File: src/rtl/lu_acct_pkg.sv
package lu_acct_pkg;
  localparam int REG_W  = 4;
  localparam int NSRC   = 3;
  localparam int BASE_W = 4;
  localparam int IDX_W  = 16;
  localparam int TOT_W  = 64;

  typedef enum logic [1:0] {
    LK_NONE  = 2'b00,
    LK_WORD  = 2'b01,
    LK_NARW  = 2'b10,
    LK_NARW2 = 2'b11
  } load_kind_e;

  // cycle cost actually spent by one instruction
  function automatic logic [BASE_W-1:0] f_cost(input logic cond, input logic [BASE_W-1:0] base);
    return cond ? base : BASE_W'(1);
  endfunction

  // window width a load opens: 2 for narrow, 1 for word, 0 for no load
  function automatic logic [1:0] f_window(input logic [1:0] kind);
    case (kind)
      LK_WORD: return 2'd1;
      LK_NARW, LK_NARW2: return 2'd2;
      default: return 2'd0;
    endcase
  endfunction
endpackage

File: src/rtl/lu_hazard_match.sv
module lu_hazard_match
  import lu_acct_pkg::*;
#(
  parameter int N = NSRC,
  parameter int W = REG_W
) (
  input  logic           cond_pass,
  input  logic           pend_vld,
  input  logic [W-1:0]   pend_reg,
  input  logic [N*W-1:0] src_reg,
  input  logic [N-1:0]   src_vld,
  output logic           use_hit
);
  logic [N-1:0] per_src;

  for (genvar i = 0; i < N; i++) begin : g_cmp
    assign per_src[i] = src_vld[i] && (src_reg[i*W +: W] == pend_reg);
  end

  assign use_hit = cond_pass && pend_vld && (|per_src);
endmodule

File: src/rtl/lu_window_tracker.sv
module lu_window_tracker
  import lu_acct_pkg::*;
#(
  parameter int W   = REG_W,
  parameter int IW  = IDX_W,
  parameter int BW  = BASE_W
) (
  input  logic          clk,
  input  logic          rst,
  input  logic          in_valid,
  input  logic          cond_pass,
  input  logic [1:0]    load_kind,
  input  logic [W-1:0]  dst_reg,
  input  logic [BW-1:0] cost,
  input  logic          br_taken,
  input  logic          use_hit,
  input  logic [IW-1:0] cur_idx,
  output logic          pend_vld,
  output logic [W-1:0]  pend_reg,
  output logic [1:0]    pend_win,
  output logic [IW-1:0] pend_idx
);
  logic       opens;
  logic [1:0] new_win;

  assign new_win = f_window(load_kind);
  assign opens   = in_valid && cond_pass && (new_win != 2'd0) && !br_taken;

  always_ff @(posedge clk) begin
    if (rst) begin
      pend_vld <= 1'b0;
      pend_reg <= '0;
      pend_win <= 2'd0;
      pend_idx <= '0;
    end else if (in_valid) begin
      if (opens) begin
        pend_vld <= 1'b1;
        pend_reg <= dst_reg;
        pend_win <= new_win;
        pend_idx <= cur_idx;
      end else if (br_taken || use_hit || (cost > BW'(1))) begin
        pend_vld <= 1'b0;
        pend_win <= 2'd0;
      end else if (pend_vld) begin
        pend_win <= pend_win - 2'd1;
        pend_vld <= (pend_win > 2'd1);
      end
    end
  end

  p_narrow_opens_two_r2: assert property (@(posedge clk) disable iff (rst)
    in_valid && cond_pass && load_kind[1] && !br_taken |=> pend_vld && pend_win == 2'd2);
  p_word_opens_one_r5: assert property (@(posedge clk) disable iff (rst)
    in_valid && cond_pass && load_kind == 2'b01 && !br_taken |=> pend_vld && pend_win == 2'd1);
  p_branch_clears_r7: assert property (@(posedge clk) disable iff (rst)
    in_valid && br_taken |=> !pend_vld);
  p_long_op_closes_r4: assert property (@(posedge clk) disable iff (rst)
    in_valid && cond_pass && load_kind == 2'b00 && cost > BW'(1) |=> !pend_vld);
  p_idle_holds_r1: assert property (@(posedge clk) disable iff (rst)
    !in_valid |=> $stable(pend_vld) && $stable(pend_win));
endmodule

File: src/rtl/lu_cycle_ledger.sv
module lu_cycle_ledger
  import lu_acct_pkg::*;
#(
  parameter int TW = TOT_W,
  parameter int IW = IDX_W,
  parameter int BW = BASE_W
) (
  input  logic          clk,
  input  logic          rst,
  input  logic          in_valid,
  input  logic [BW-1:0] cost,
  input  logic [1:0]    stall,
  input  logic [IW-1:0] charged_idx,
  output logic [IW-1:0] seq_idx,
  output logic [TW-1:0] total_cycles,
  output logic          rpt_valid,
  output logic [IW-1:0] rpt_idx,
  output logic [1:0]    rpt_stall
);
  always_ff @(posedge clk) begin
    if (rst) begin
      seq_idx      <= '0;
      total_cycles <= '0;
      rpt_valid    <= 1'b0;
      rpt_idx      <= '0;
      rpt_stall    <= 2'd0;
    end else begin
      rpt_valid <= in_valid && (stall != 2'd0);
      if (in_valid) begin
        seq_idx      <= seq_idx + IW'(1);
        total_cycles <= total_cycles + TW'(cost) + TW'(stall);
        rpt_idx      <= charged_idx;
        rpt_stall    <= stall;
      end
    end
  end

  p_idle_total_r1: assert property (@(posedge clk) disable iff (rst)
    !in_valid |=> $stable(total_cycles) && !rpt_valid);
  p_report_range_r8: assert property (@(posedge clk) disable iff (rst)
    rpt_valid |-> rpt_stall != 2'd0);
endmodule

File: src/rtl/lu_interlock_acct.sv
module lu_interlock_acct
  import lu_acct_pkg::*;
#(
  parameter int RW = REG_W,
  parameter int NS = NSRC,
  parameter int BW = BASE_W,
  parameter int IW = IDX_W,
  parameter int TW = TOT_W
) (
  input  logic           clk,
  input  logic           rst,
  input  logic           in_valid,
  input  logic           cond_pass,
  input  logic [1:0]     load_kind,
  input  logic [RW-1:0]  dst_reg,
  input  logic [NS*RW-1:0] src_reg,
  input  logic [NS-1:0]  src_vld,
  input  logic [BW-1:0]  base_cyc,
  input  logic           br_taken,
  output logic [TW-1:0]  total_cycles,
  output logic           rpt_valid,
  output logic [IW-1:0]  rpt_idx,
  output logic [1:0]     rpt_stall
);
  logic          pend_vld;
  logic [RW-1:0] pend_reg;
  logic [1:0]    pend_win;
  logic [IW-1:0] pend_idx;
  logic [IW-1:0] seq_idx;
  logic          use_hit;
  logic [BW-1:0] cost;
  logic [1:0]    stall;

  assign cost  = f_cost(cond_pass, base_cyc);
  assign stall = use_hit ? pend_win : 2'd0;

  lu_hazard_match #(.N(NS), .W(RW)) u_match (
    .cond_pass (cond_pass),
    .pend_vld  (pend_vld),
    .pend_reg  (pend_reg),
    .src_reg   (src_reg),
    .src_vld   (src_vld),
    .use_hit   (use_hit)
  );

  lu_window_tracker #(.W(RW), .IW(IW), .BW(BW)) u_track (
    .clk       (clk),
    .rst       (rst),
    .in_valid  (in_valid),
    .cond_pass (cond_pass),
    .load_kind (load_kind),
    .dst_reg   (dst_reg),
    .cost      (cost),
    .br_taken  (br_taken),
    .use_hit   (use_hit),
    .cur_idx   (seq_idx),
    .pend_vld  (pend_vld),
    .pend_reg  (pend_reg),
    .pend_win  (pend_win),
    .pend_idx  (pend_idx)
  );

  lu_cycle_ledger #(.TW(TW), .IW(IW), .BW(BW)) u_ledger (
    .clk          (clk),
    .rst          (rst),
    .in_valid     (in_valid),
    .cost         (cost),
    .stall        (stall),
    .charged_idx  (pend_idx),
    .seq_idx      (seq_idx),
    .total_cycles (total_cycles),
    .rpt_valid    (rpt_valid),
    .rpt_idx      (rpt_idx),
    .rpt_stall    (rpt_stall)
  );

  p_fail_no_stall_r6: assert property (@(posedge clk) disable iff (rst)
    in_valid && !cond_pass |=> !rpt_valid);
  p_report_latency_r8: assert property (@(posedge clk) disable iff (rst)
    in_valid && use_hit |=> rpt_valid && rpt_stall == $past(pend_win));
  p_report_names_load_r8: assert property (@(posedge clk) disable iff (rst)
    rpt_valid |-> rpt_idx < seq_idx);
endmodule

File: config.mk
export PLATFORM = sky130hd
export DESIGN_NAME = lu_interlock_acct
export DESIGN_NICKNAME = d
export VERILOG_FILES = /design/src/rtl/lu_acct_pkg.sv /design/src/rtl/lu_hazard_match.sv /design/src/rtl/lu_window_tracker.sv /design/src/rtl/lu_cycle_ledger.sv /design/src/rtl/lu_interlock_acct.sv
export SDC_FILE = /design/constraint.sdc
export NUM_CORES = 1
export LEC_CHECK = 0
export ABC_CLOCK_PERIOD_IN_PS = 9300
export BUFFER_PORTS_ARGS = -buffer_cell sky130_fd_sc_hd__buf_4
export CORE_UTILIZATION = 33
export CTS_CLUSTER_SIZE = 40
export DETAILED_ROUTE_END_ITERATION = 6
export SKIP_CTS_REPAIR_TIMING = 1
export SYNTH_ARGS = -nofsm -noshare
export SYNTH_HDL_FRONTEND = slang
export SYNTH_SLANG_ARGS = --single-unit
File: constraint.sdc
create_clock -name clk -period 9.3 [get_ports clk]
set_input_delay 1.395 -clock clk [delete_from_list [all_inputs] [get_ports clk]]
set_output_delay 1.395 -clock clk [all_outputs]
set_load 0.05 [all_outputs]
==> out/metrics.cfg <==
[global_routing]
grt_max_degree = 83
grt_remaining_overflow = 0
grt_pass1_vias = 4618
grt_antenna_before_repair = 0
track_usage_pct = 17.05
grt_pass1_wl_mm = 24.16

[floorplan]
core_area_um2 = 16700
die_y_um = 133.2
die_w_um = 133.2
dieArea_um2 = 17750
rows = 47
ios = 113
start_util_pct = 34.02

[pwr]
powerDensity_nw_per_um2 = 170.5
p_leak_nw = 2.768
clkPwrFrac_pct = 51.7
combPwrFrac_pct = 5.1
seqPwrFrac_pct = 43.2
power.total_mw = 1.235
peakVddDrop_v = 0.0001292
switching_share_pct = 22.05
p_switching_uw = 272.3
p_int_uw = 962.5

[drt]
detail_route.iter0.violations = 315
drc = 0
wire_per_inst_um = 14.67
postRouteAntennaNets = 0
routed-via-count = 5057
first_pass_iters = 4
wl_mm = 14.64
detail_route.vias_per_cell = 5.067

[placement]
dpl.hpwl_mm = 9.877
gp_congestion = 0.7781
placed_area_um2 = 6674
io_buffer_count = 112

[final_layout]
drive_gt1_share_pct = 19.67
largest_reg_flops = 64
top_register = u_ledger.total_cycles
nNetsFinal = 808
area_delta_synth_final_pct = 27.48
utilization_pct = 43.37
diodes = 0
fin_area_um2 = 7243

[synthesis]
async_flop_share_pct = 0
syn_area_um2 = 5682
synth_seq_cells = 122
synth_edf_count = 0
netlist_instances = 671
synth-main-ff-cell = dfxtp_1
syn-num-nets = 712
ys_types = 48
seq_area_frac_synth_pct = 42.99
avgSynthCellArea_um2 = 8.468
synth_warnings = 0

[setup_path]
cp.required_ps = 9640
criticalPathCategory = in2reg
cp.arrival_ps = 5430
rrSetupSlack_ps = 4880
start_kind = primary input
cp-end-kind = register
cp_max_fo = 11

[sta]
fmax_mhz = 196.6
fin_setup_tns_ps = 0
fin_crit_ps = 5086
setup_viol = 0
final_max_slew_viol_count = 0
rsz0062_at_grt = false
worst_slew_pin_slew_ps = 904.0
relSlewSlack_pct = 39.56
finalHoldViolations = 0
timing.final.crit_share_pct = 54.69
hold_ws_ps = 457.1
finClkSkew_ps = 9.565

[clock_tree]
clk_pin_slew_ps = 50
insertion_delay_ps = 410
cts_tree = done
h-tree-depth = 4
clockBufferDepth = 2
numCtsBuffers = 17
clk_root_buffer_cell = clkbuf_16
cts.sinks = 122

[run_status]
status = completed

[hold_path]
hold_class = reg2reg

[run]
drv_cap = 0

[final timing paths]
kind                         from                   endpoint  depth (start not counted)
max                    src_reg[5]  u_ledger.total_cycles[63]                         16
min          u_track.pend_idx[15]       u_track.pend_idx[15]                          2
max reg2reg   u_track.pend_reg[2]  u_ledger.total_cycles[63]                         15
min reg2reg  u_track.pend_idx[15]       u_track.pend_idx[15]                          2
[cell families after synthesis]
logic type	share of synthesized area (%)
simple gates	27.31
flops	42.99
compound gates	11.65
buf+inv	3.700
xor+xnor	8.016
mux	3.523
fa+ha+maj	2.819
[through the flow]
step / instances / setup slack [ps]
after detailed placement: 968 / 3781
final: 998 / 4214
after floorplan: 671 / 4128
after global placement: 968 / 3878
after global routing: 998 / 3838
after CTS: 998 / 4211
[cell type report]
cell class / instances / area (µm²)
Sequential cell: 122 / 2442
Fill cell: 1707 / 9458
Clock inverter: 8 / 95.09
Tap cell: 220 / 275.3
Clock buffer: 22 / 474.2
Inverter: 16 / 60.06
Multi-Input combinational cell: 495 / 3033
Timing Repair Buffer: 115 / 863.3
[critical path: stages]
cell	delay (ps)
buf_4	110
xnor2_1	160
nand4_1	100
or4_1	490
nand3_1	220
nand2_1	110
fa_1	450
inv_1	70
ha_1	190
inv_1	60
fa_1	370
nor2b_1	220
o21ai_0	210
or4_4	650
or4_1	480
a21oi_1	140
[metal layers]
metal | global-route usage (%) | routed length, µm | vias up
met2 | 25.01 | 6340 | 115
li1 | - | - | 2585
met5 | 0 | 0 | -
met3 | 4.376 | 861 | 15
met1 | 23.90 | 7240 | 2342
met4 | 6.376 | 200 | 0
[cells in the mapped netlist (11+ instances only)]
master      n  share of area, %
o21ai_0    21               1.8
inv_1      16               1.1
or3_1      20               2.2
nor2_1     70               4.6
nand2_1    75               5.0
dfxtp_1   122                43
mux2i_1    20               3.5
or4_1      20               2.6
a21oi_1    60               5.3
o31ai_1    15               2.0
nor4_1     14               1.5
xor2_1     25               3.9
nor3_1     11              0.97
nand4_1    28               3.1
nand3_1    23               2.0
clkbuf_1   33               2.2
xnor2_1    27               4.2
[power by group through the flow]
stage / Combinational [mW] / Clock, mW / Sequential (mW)
3_5_place_dp: 0.0641 / 0 / 0.544
6_report: 0.0634 / 0.638 / 0.533
5_1_grt: 0.0703 / 0.683 / 0.533
4_1_cts: 0.0644 / 0.655 / 0.533
2_1_floorplan: 0.0347 / 0 / 0.549
3_3_place_gp: 0.0641 / 0 / 0.544
[layout by cell type, fill, tap and decap left out, types with 2 or more instances in the layout]
master,Yosys,layout
or4_4,2,2
clkbuf_1,33,2
o21a_1,3,3
mux2i_1,20,20
and2_1,4,4
clkinvlp_4,0,2
xnor2_1,27,27
nand4_1,28,28
buf_4,0,115
or3_1,20,20
a21oi_1,60,59
bufinv_16,0,2
nor2_1,70,70
a31oi_1,2,2
dfxtp_1,122,122
o31ai_1,15,15
or4_1,20,20
inv_1,16,16
nor2b_1,3,3
clkbuf_16,0,17
clkinv_2,0,4
ha_1,8,8
nor3b_1,2,2
a41o_1,2,2
a211oi_1,2,2
xor2_1,25,25
or2_2,3,3
nand2_1,75,75
and3_1,10,10
nor3_1,11,11
nand3_1,23,23
nor4_1,14,14
clkbuf_8,0,3
fa_1,3,3
and4_1,6,6
o21ai_0,21,21
Note: power is estimated with default switching activity, not from simulation.
